<file path="src/rtl/otp_fuse_pkg.sv">
package otp_fuse_pkg;
  localparam int DATA_W     = 32;
  localparam int FADDR_W    = 7;
  localparam int UNLOCK_W   = 16;
  localparam int TIMING_W   = 22;

  localparam logic [7:0] OFF_CTRL  = 8'h00;
  localparam logic [7:0] OFF_SET   = 8'h04;
  localparam logic [7:0] OFF_CLR   = 8'h08;
  localparam logic [7:0] OFF_TIME  = 8'h10;
  localparam logic [7:0] OFF_PDATA = 8'h20;
  localparam logic [7:0] OFF_TRIG  = 8'h30;
  localparam logic [7:0] OFF_RDATA = 8'h40;

  localparam int BIT_BUSY   = 8;
  localparam int BIT_ERR    = 9;
  localparam int BIT_RELOAD = 10;
  localparam int LSB_UNLOCK = 16;

  localparam logic [UNLOCK_W-1:0] UNLOCK_KEY  = 16'h3E77;
  localparam logic [DATA_W-1:0]   POISON_WORD = 32'hBADA_BADA;

  typedef struct packed {
    logic [5:0]  strobe_rd;
    logic [3:0]  relax;
    logic [11:0] strobe_pg;
  } timing_t;

  typedef enum logic [1:0] {
    PH_IDLE,
    PH_LEAD,
    PH_STROBE,
    PH_TAIL
  } phase_t;
endpackage

</file>
<file path="src/rtl/otp_fuse_array.sv">
module otp_fuse_array #(
  parameter int WORDS  = 64,
  parameter int DATA_W = 32,
  localparam int AW    = $clog2(WORDS)
) (
  input  logic              clk,
  input  logic [AW-1:0]     rd_addr,
  input  logic              wr_en,
  input  logic [AW-1:0]     wr_addr,
  input  logic [DATA_W-1:0] wr_data,
  output logic [DATA_W-1:0] rd_q
);
  logic [DATA_W-1:0] mem [WORDS];

  initial begin
    for (int i = 0; i < WORDS; i++) mem[i] = '0;
  end

  always_ff @(posedge clk) begin
    if (wr_en) mem[wr_addr] <= wr_data;
    rd_q <= mem[rd_addr];
  end
endmodule

</file>
<file path="src/rtl/otp_fuse_seq.sv">
module otp_fuse_seq
  import otp_fuse_pkg::*;
#(
  parameter int WORDS  = 64,
  localparam int AW    = $clog2(WORDS),
  localparam int CNT_W = 12
) (
  input  logic               clk,
  input  logic               rst,
  input  logic               req_rd,
  input  logic               req_pg,
  input  logic [FADDR_W-1:0] req_addr,
  input  timing_t            timing,
  input  logic [DATA_W-1:0]  pg_data,
  output logic               busy,
  output logic               reject,
  output logic               done_rd,
  output logic               done_pg,
  output logic               mem_we,
  output logic [DATA_W-1:0]  rd_word
);
  phase_t            phase_q;
  logic [CNT_W-1:0]  cnt_q;
  logic              op_pg_q;
  logic [AW-1:0]     op_addr_q;
  timing_t           op_tim_q;
  logic [DATA_W-1:0] op_data_q;
  logic [DATA_W-1:0] mem_q;
  logic              addr_ok, any_req, accept, last;

  assign addr_ok = ({1'b0, req_addr} < 8'(WORDS));
  assign any_req = req_rd | req_pg;
  assign busy    = (phase_q != PH_IDLE);
  assign reject  = any_req & (busy | ~addr_ok);
  assign accept  = any_req & ~reject;
  assign last    = (cnt_q == '0);

  always_ff @(posedge clk) begin
    if (rst) begin
      phase_q   <= PH_IDLE;
      cnt_q     <= '0;
      op_pg_q   <= 1'b0;
      op_addr_q <= '0;
      op_tim_q  <= '0;
      op_data_q <= '0;
    end else begin
      case (phase_q)
        PH_IDLE: if (accept) begin
          phase_q   <= PH_LEAD;
          cnt_q     <= CNT_W'(timing.relax);
          op_pg_q   <= req_pg;
          op_addr_q <= req_addr[AW-1:0];
          op_tim_q  <= timing;
          op_data_q <= pg_data;
        end
        PH_LEAD: if (last) begin
          phase_q <= PH_STROBE;
          cnt_q   <= op_pg_q ? op_tim_q.strobe_pg : CNT_W'(op_tim_q.strobe_rd);
        end else cnt_q <= cnt_q - 1'b1;
        PH_STROBE: if (last) begin
          phase_q <= PH_TAIL;
          cnt_q   <= CNT_W'(op_tim_q.relax);
        end else cnt_q <= cnt_q - 1'b1;
        default: if (last) phase_q <= PH_IDLE;
                 else cnt_q <= cnt_q - 1'b1;
      endcase
    end
  end

  assign done_rd = (phase_q == PH_TAIL) & last & ~op_pg_q;
  assign done_pg = (phase_q == PH_TAIL) & last & op_pg_q;
  assign mem_we  = done_pg;
  assign rd_word = mem_q;

  otp_fuse_array #(.WORDS(WORDS), .DATA_W(DATA_W)) i_array (
    .clk     (clk),
    .rd_addr (op_addr_q),
    .wr_en   (mem_we),
    .wr_addr (op_addr_q),
    .wr_data (mem_q | op_data_q),
    .rd_q    (mem_q)
  );
endmodule

</file>
<file path="src/rtl/otp_fuse_regs.sv">
module otp_fuse_regs
  import otp_fuse_pkg::*;
(
  input  logic                clk,
  input  logic                rst,
  input  logic                bus_wr,
  input  logic                bus_rd,
  input  logic [7:0]          bus_addr,
  input  logic [DATA_W-1:0]   bus_wdata,
  output logic [DATA_W-1:0]   bus_rdata,
  input  logic                busy,
  input  logic                reject,
  input  logic                done_rd,
  input  logic                done_pg,
  input  logic [DATA_W-1:0]   rd_word,
  output logic                req_rd,
  output logic                req_pg,
  output logic [FADDR_W-1:0]  fuse_addr,
  output timing_t             timing,
  output logic                err,
  output logic [UNLOCK_W-1:0] unlock
);
  logic [FADDR_W-1:0]  addr_q, addr_d;
  logic                err_q, err_d, reload_q, reload_d;
  logic [UNLOCK_W-1:0] unlock_q, unlock_d;
  timing_t             timing_q;
  logic [DATA_W-1:0]   pdata_q, rdata_q, rdbus_q, ctrl_word;
  logic                wr_base, wr_set, wr_clr;

  assign wr_base = bus_wr & (bus_addr == OFF_CTRL);
  assign wr_set  = bus_wr & (bus_addr == OFF_SET);
  assign wr_clr  = bus_wr & (bus_addr == OFF_CLR);
  assign req_rd  = bus_wr & (bus_addr == OFF_TRIG) & bus_wdata[0];
  assign req_pg  = bus_wr & (bus_addr == OFF_PDATA) & (unlock_q == UNLOCK_KEY);

  assign ctrl_word = {unlock_q, 5'b0, reload_q, err_q, busy, 1'b0, addr_q};

  always_comb begin
    addr_d   = addr_q;
    err_d    = err_q;
    reload_d = reload_q;
    unlock_d = unlock_q;
    if (wr_base) begin
      addr_d   = bus_wdata[FADDR_W-1:0];
      err_d    = bus_wdata[BIT_ERR];
      reload_d = bus_wdata[BIT_RELOAD];
      unlock_d = bus_wdata[LSB_UNLOCK +: UNLOCK_W];
    end else if (wr_set) begin
      addr_d   = addr_q   | bus_wdata[FADDR_W-1:0];
      err_d    = err_q    | bus_wdata[BIT_ERR];
      reload_d = reload_q | bus_wdata[BIT_RELOAD];
      unlock_d = unlock_q | bus_wdata[LSB_UNLOCK +: UNLOCK_W];
    end else if (wr_clr) begin
      addr_d   = addr_q   & ~bus_wdata[FADDR_W-1:0];
      err_d    = err_q    & ~bus_wdata[BIT_ERR];
      reload_d = reload_q & ~bus_wdata[BIT_RELOAD];
      unlock_d = unlock_q & ~bus_wdata[LSB_UNLOCK +: UNLOCK_W];
    end
    if (reject)  err_d    = 1'b1;
    if (done_pg) unlock_d = '0;
  end

  always_ff @(posedge clk) begin
    if (rst) begin
      addr_q   <= '0;
      err_q    <= 1'b0;
      reload_q <= 1'b0;
      unlock_q <= '0;
      timing_q <= '0;
      pdata_q  <= '0;
      rdata_q  <= '0;
      rdbus_q  <= '0;
    end else begin
      addr_q   <= addr_d;
      err_q    <= err_d;
      reload_q <= reload_d;
      unlock_q <= unlock_d;
      if (bus_wr && bus_addr == OFF_TIME)  timing_q <= bus_wdata[TIMING_W-1:0];
      if (bus_wr && bus_addr == OFF_PDATA) pdata_q  <= bus_wdata;
      if (done_rd)               rdata_q <= rd_word;
      if (reject && req_rd)      rdata_q <= POISON_WORD;
      if (bus_rd) begin
        case (bus_addr)
          OFF_CTRL, OFF_SET, OFF_CLR: rdbus_q <= ctrl_word;
          OFF_TIME:  rdbus_q <= {{(DATA_W-TIMING_W){1'b0}}, timing_q};
          OFF_PDATA: rdbus_q <= pdata_q;
          OFF_RDATA: rdbus_q <= rdata_q;
          default:   rdbus_q <= '0;
        endcase
      end
    end
  end

  assign bus_rdata = rdbus_q;
  assign fuse_addr = addr_q;
  assign timing    = timing_q;
  assign err       = err_q;
  assign unlock    = unlock_q;
endmodule

</file>
<file path="src/rtl/otp_fuse_ctrl.sv">
module otp_fuse_ctrl
  import otp_fuse_pkg::*;
#(
  parameter int WORDS = 64
) (
  input  logic        clk,
  input  logic        rst,
  input  logic        bus_wr,
  input  logic        bus_rd,
  input  logic [7:0]  bus_addr,
  input  logic [31:0] bus_wdata,
  output logic [31:0] bus_rdata
);
  logic                seq_busy, seq_reject, seq_done_rd, seq_done_pg, seq_mem_we;
  logic [DATA_W-1:0]   seq_rd_word;
  logic                req_rd, req_pg;
  logic [FADDR_W-1:0]  fuse_addr;
  timing_t             timing;
  logic                ctrl_err;
  logic [UNLOCK_W-1:0] ctrl_unlock;

  otp_fuse_regs i_regs (
    .clk       (clk),
    .rst       (rst),
    .bus_wr    (bus_wr),
    .bus_rd    (bus_rd),
    .bus_addr  (bus_addr),
    .bus_wdata (bus_wdata),
    .bus_rdata (bus_rdata),
    .busy      (seq_busy),
    .reject    (seq_reject),
    .done_rd   (seq_done_rd),
    .done_pg   (seq_done_pg),
    .rd_word   (seq_rd_word),
    .req_rd    (req_rd),
    .req_pg    (req_pg),
    .fuse_addr (fuse_addr),
    .timing    (timing),
    .err       (ctrl_err),
    .unlock    (ctrl_unlock)
  );

  otp_fuse_seq #(.WORDS(WORDS)) i_seq (
    .clk      (clk),
    .rst      (rst),
    .req_rd   (req_rd),
    .req_pg   (req_pg),
    .req_addr (fuse_addr),
    .timing   (timing),
    .pg_data  (bus_wdata),
    .busy     (seq_busy),
    .reject   (seq_reject),
    .done_rd  (seq_done_rd),
    .done_pg  (seq_done_pg),
    .mem_we   (seq_mem_we),
    .rd_word  (seq_rd_word)
  );
endmodule

</file>
<file path="config.mk">
export PLATFORM = sky130hd
export DESIGN_NAME = otp_fuse_ctrl
export DESIGN_NICKNAME = d
export VERILOG_FILES = /design/src/rtl/otp_fuse_pkg.sv /design/src/rtl/otp_fuse_array.sv /design/src/rtl/otp_fuse_seq.sv /design/src/rtl/otp_fuse_regs.sv /design/src/rtl/otp_fuse_ctrl.sv
export SDC_FILE = /design/constraint.sdc
export NUM_CORES = 2
export LEC_CHECK = 0
export ABC_AREA = 1
export ABC_CLOCK_PERIOD_IN_PS = 5700
export BUFFER_PORTS_ARGS = -buffer_cell sky130_fd_sc_hd__clkbuf_2
export CAP_MARGIN = 20
export CORE_ASPECT_RATIO = 1.5
export CORE_MARGIN = 2
export CORE_UTILIZATION = 45
export DETAILED_ROUTE_END_ITERATION = 8
export PLACE_DENSITY = 0.69
export SYNTH_ARGS = -nofsm -noshare
export SYNTH_HDL_FRONTEND = slang
export SYNTH_HIERARCHICAL = 1
export SYNTH_SLANG_ARGS = --single-unit
</file>
<file path="constraint.sdc">
create_clock -name clk -period 5.7 [get_ports clk]
set_input_delay 0.285 -clock clk [delete_from_list [all_inputs] [get_ports clk]]
set_output_delay 0.285 -clock clk [all_outputs]
set_load 0.02 [all_outputs]
</file>
==> flow_summary_export.csv <==
group,metric,value,unit
power_and_ir_drop,powerDensity,318.1,mW/mm^2
cts,ctsLongestPathBuffers,4,
setup_path,critPathBufInv,3,
synthesis,syn_area,0.09261,sq mm
floorplanning,start_util,0.4513,
setup_path,crit_fanout,25,
worst_hold_path,hp-class,"in2reg",
cells_and_area,area_growth,10.60,%
sta,fin_skew,0.06482,ns
setup_path,critical_path_class,"reg2reg",
setup_path,start_kind,"register",
cells_and_area,finalNetCount,8169,
global_route,grt_pass1_wl,377600,um
setup_path,arrival,4.64,ns
cells_and_area,postLayoutCoreUtil,0.4991,
sta,finalHoldViolations,0,
floorplanning,io_pins,76,
cells_and_area,layout-drive-gt1-share,0.08201,
cts,cts_num_sinks,2298,
placed_design,gp_congestion,0.9009,
drt,vias,63020,
cts,numCtsBuffers,197,
setup_path,max_stage_delay,1.16,ns
floorplanning,die_x,374.4,um
power_and_ir_drop,clkPwrFrac,0.413,
global_route,antenna_found_initial,3,
power_and_ir_drop,p_int,0.02595,W
placed_design,dp_hpwl,138100,um
setup_path,cpMaxStageDelayCell,"nor2_4",
sta,maxSlewHeadroom,0.2064,
outcome,status,"complete, no violations",
setup_path,path_cells,"inv_1 -> ha_1 -> nand2_1 -> nor2_8 -> nand2_4 -> nor3_1 -> buf_4 -> nand4_1 -> nor2_4 -> buf_4",
sta,tns,0,ns
setup_path,cpMostUsedCell,"buf_4",
floorplanning,rows,204,
cts,htreeDepth,4,
sta,fmaxAchievable,242.0,MHz
drt,via_per_inst,5.757,
cts,cts_resized,0,
power_and_ir_drop,switching_share,0.2035,
power_and_ir_drop,p_total,0.03258,W
cts,worstSkewPairLatency,0.86,ns
power_and_ir_drop,seq_power_share,0.558,
synthesis,synth_warnings,6,
global_route,overflow,0,
sta,setup_violations,0,
placed_design,port_buffers,75,
cts,cts_hold_buf,40,
cts,cts_setup_buffers,0,
flow_run,maxCapViolations,0,
synthesis,avgSynthCellArea,11.33,sq um
drt,drt-wirelength-per-cell,23.28,um
global_route,grt.total_usage,0.2367,
sta,rsz0062_at_grt,"false",
synthesis,syn_inst,8174,
power_and_ir_drop,switchingPower,0.006631,W
synthesis,syn_nets,8224,
setup_path,cp-end-kind,"register",
sta,period_needed,4.132,ns
sta,whs,0.07231,ns
cts,cts.reportedPaths.clkPinSlew,0.07,ns
drt,wl,254800,um
sta,drv_slew,0,
sta,timing.final.crit_share,0.7249,
cts,cts_tree,"yes",
drt,dr.pass1.iters,7,
setup_path,critical_path.top_delay_family,"simple AND/OR/NAND/NOR gates",
drt,drc,0,
cells_and_area,multi_input_area,0.02359,sq mm
power_and_ir_drop,p_leak,35.80,nW
power_and_ir_drop,ir_worst_vdd,246.0,uV
setup_path,required,6.21,ns
floorplanning,dieArea,0.2095,sq mm
drt,postRouteAntennaNets,0,
sta,tightestPinTransition,1.190,ns
global_route,grt_max_degree,185,
drt,initialDrtViolationCount,7521,
global_route,grt_pass1_vias,60640,
cells_and_area,fillers,17450,
floorplanning,die_y,559.6,um
cts,ctsRootBufferMaster,"clkbuf_16",
floorplanning,core_area,0.2052,sq mm
power_and_ir_drop,combPwrFrac,0.030,
cells_and_area,register_area,0.06652,sq mm
[power groups by stage]
stage                     sequential [W]  combinational [W]  clock [W]
final                             0.0182           0.000965     0.0134
after global routing              0.0182            0.00108     0.0141
after CTS                         0.0182           0.000964     0.0136
after detailed placement          0.0185           0.000940          0
after global placement            0.0185           0.000952          0
after floorplan                   0.0185           0.000760          0
[through the flow]
step | instances | setup WS, ns | cell area, sq um
after floorplan | 8174 | 0.4143 | 92610
after global placement | 10560 | 1.716 | 95660
after detailed placement | 10560 | 1.659 | 95680
after CTS | 10940 | 1.616 | 102400
after global routing | 10950 | 1.462 | 102400
final | 10950 | 1.568 | 102400
[sequential cells by signal, indices dropped and copies added, names as in the netlist, named ones only]
signal	flops
i_regs/pdata_q	32
i_seq/op_addr_q	6
i_regs/err	1
i_seq/op_tim_q	22
i_regs/bus_rdata	32
i_seq/op_pg_q	1
i_regs/timing	22
i_seq/cnt_q	12
i_seq/i_array/rd_q	32
i_seq/phase_q	2
i_seq/op_data_q	32
i_seq/i_array/mem	2048
i_regs/rdata_q	32
[cell usage in the layout, fill, tap and decap left out, types with 33 or more instances in the layout]
master	count
nor2_4	60
clkinv_2	35
nor2_1	237
or2_2	33
nand2_1	2552
clkbuf_2	77
dlygate4sd3_1	40
inv_1	65
nand3_1	2041
clkbuf_16	199
buf_4	149
o21ai_0	141
dfxtp_1	244
edfxtp_1	2048
clkbuf_1	36
a21oi_1	88
[per-layer routing]
metal / global-route usage / vias up / part of all wire
li1: - / 28510 / -
met3: 0.03107 / 675 / 0.090
met1: 0.2899 / 30500 / 0.36
met5: 0 / - / 0.000051
met4: 0.1317 / 2 / 0.059
met2: 0.4046 / 3335 / 0.49
[worst paths after layout]
check / start / end / slack (ns) / cells past startpoint
max: i_seq/cnt_q[0] / i_seq/i_array/mem[14][17] / 1.57 / 10
min: bus_addr[3] / register / 0.07 / 6
min reg2reg: i_seq/op_tim_q[2] / i_seq/op_tim_q[2] / 0.46 / 2
max reg2reg: i_seq/cnt_q[0] / i_seq/i_array/mem[14][17] / 1.57 / 10
[layout make-up]
cell class                 count  area share
clock inverter                97     0.01002
timing repair buffer         284     0.02235
clock buffer                 250     0.05178
multi-input combinational   5260      0.2303
antenna                        2  0.00004886
sequential                  2298      0.6495
inverter                      78    0.003286
tap                         2678     0.03271
[worst register-to-register path: cells and delay by family (launching register included)]
kind          cells  cell delay, ns
simple gates      6            2.53
buf+inv           3            0.79
flops             1            0.31
fa+ha+maj         1            0.21
Power figures use the tool's default switching activity.
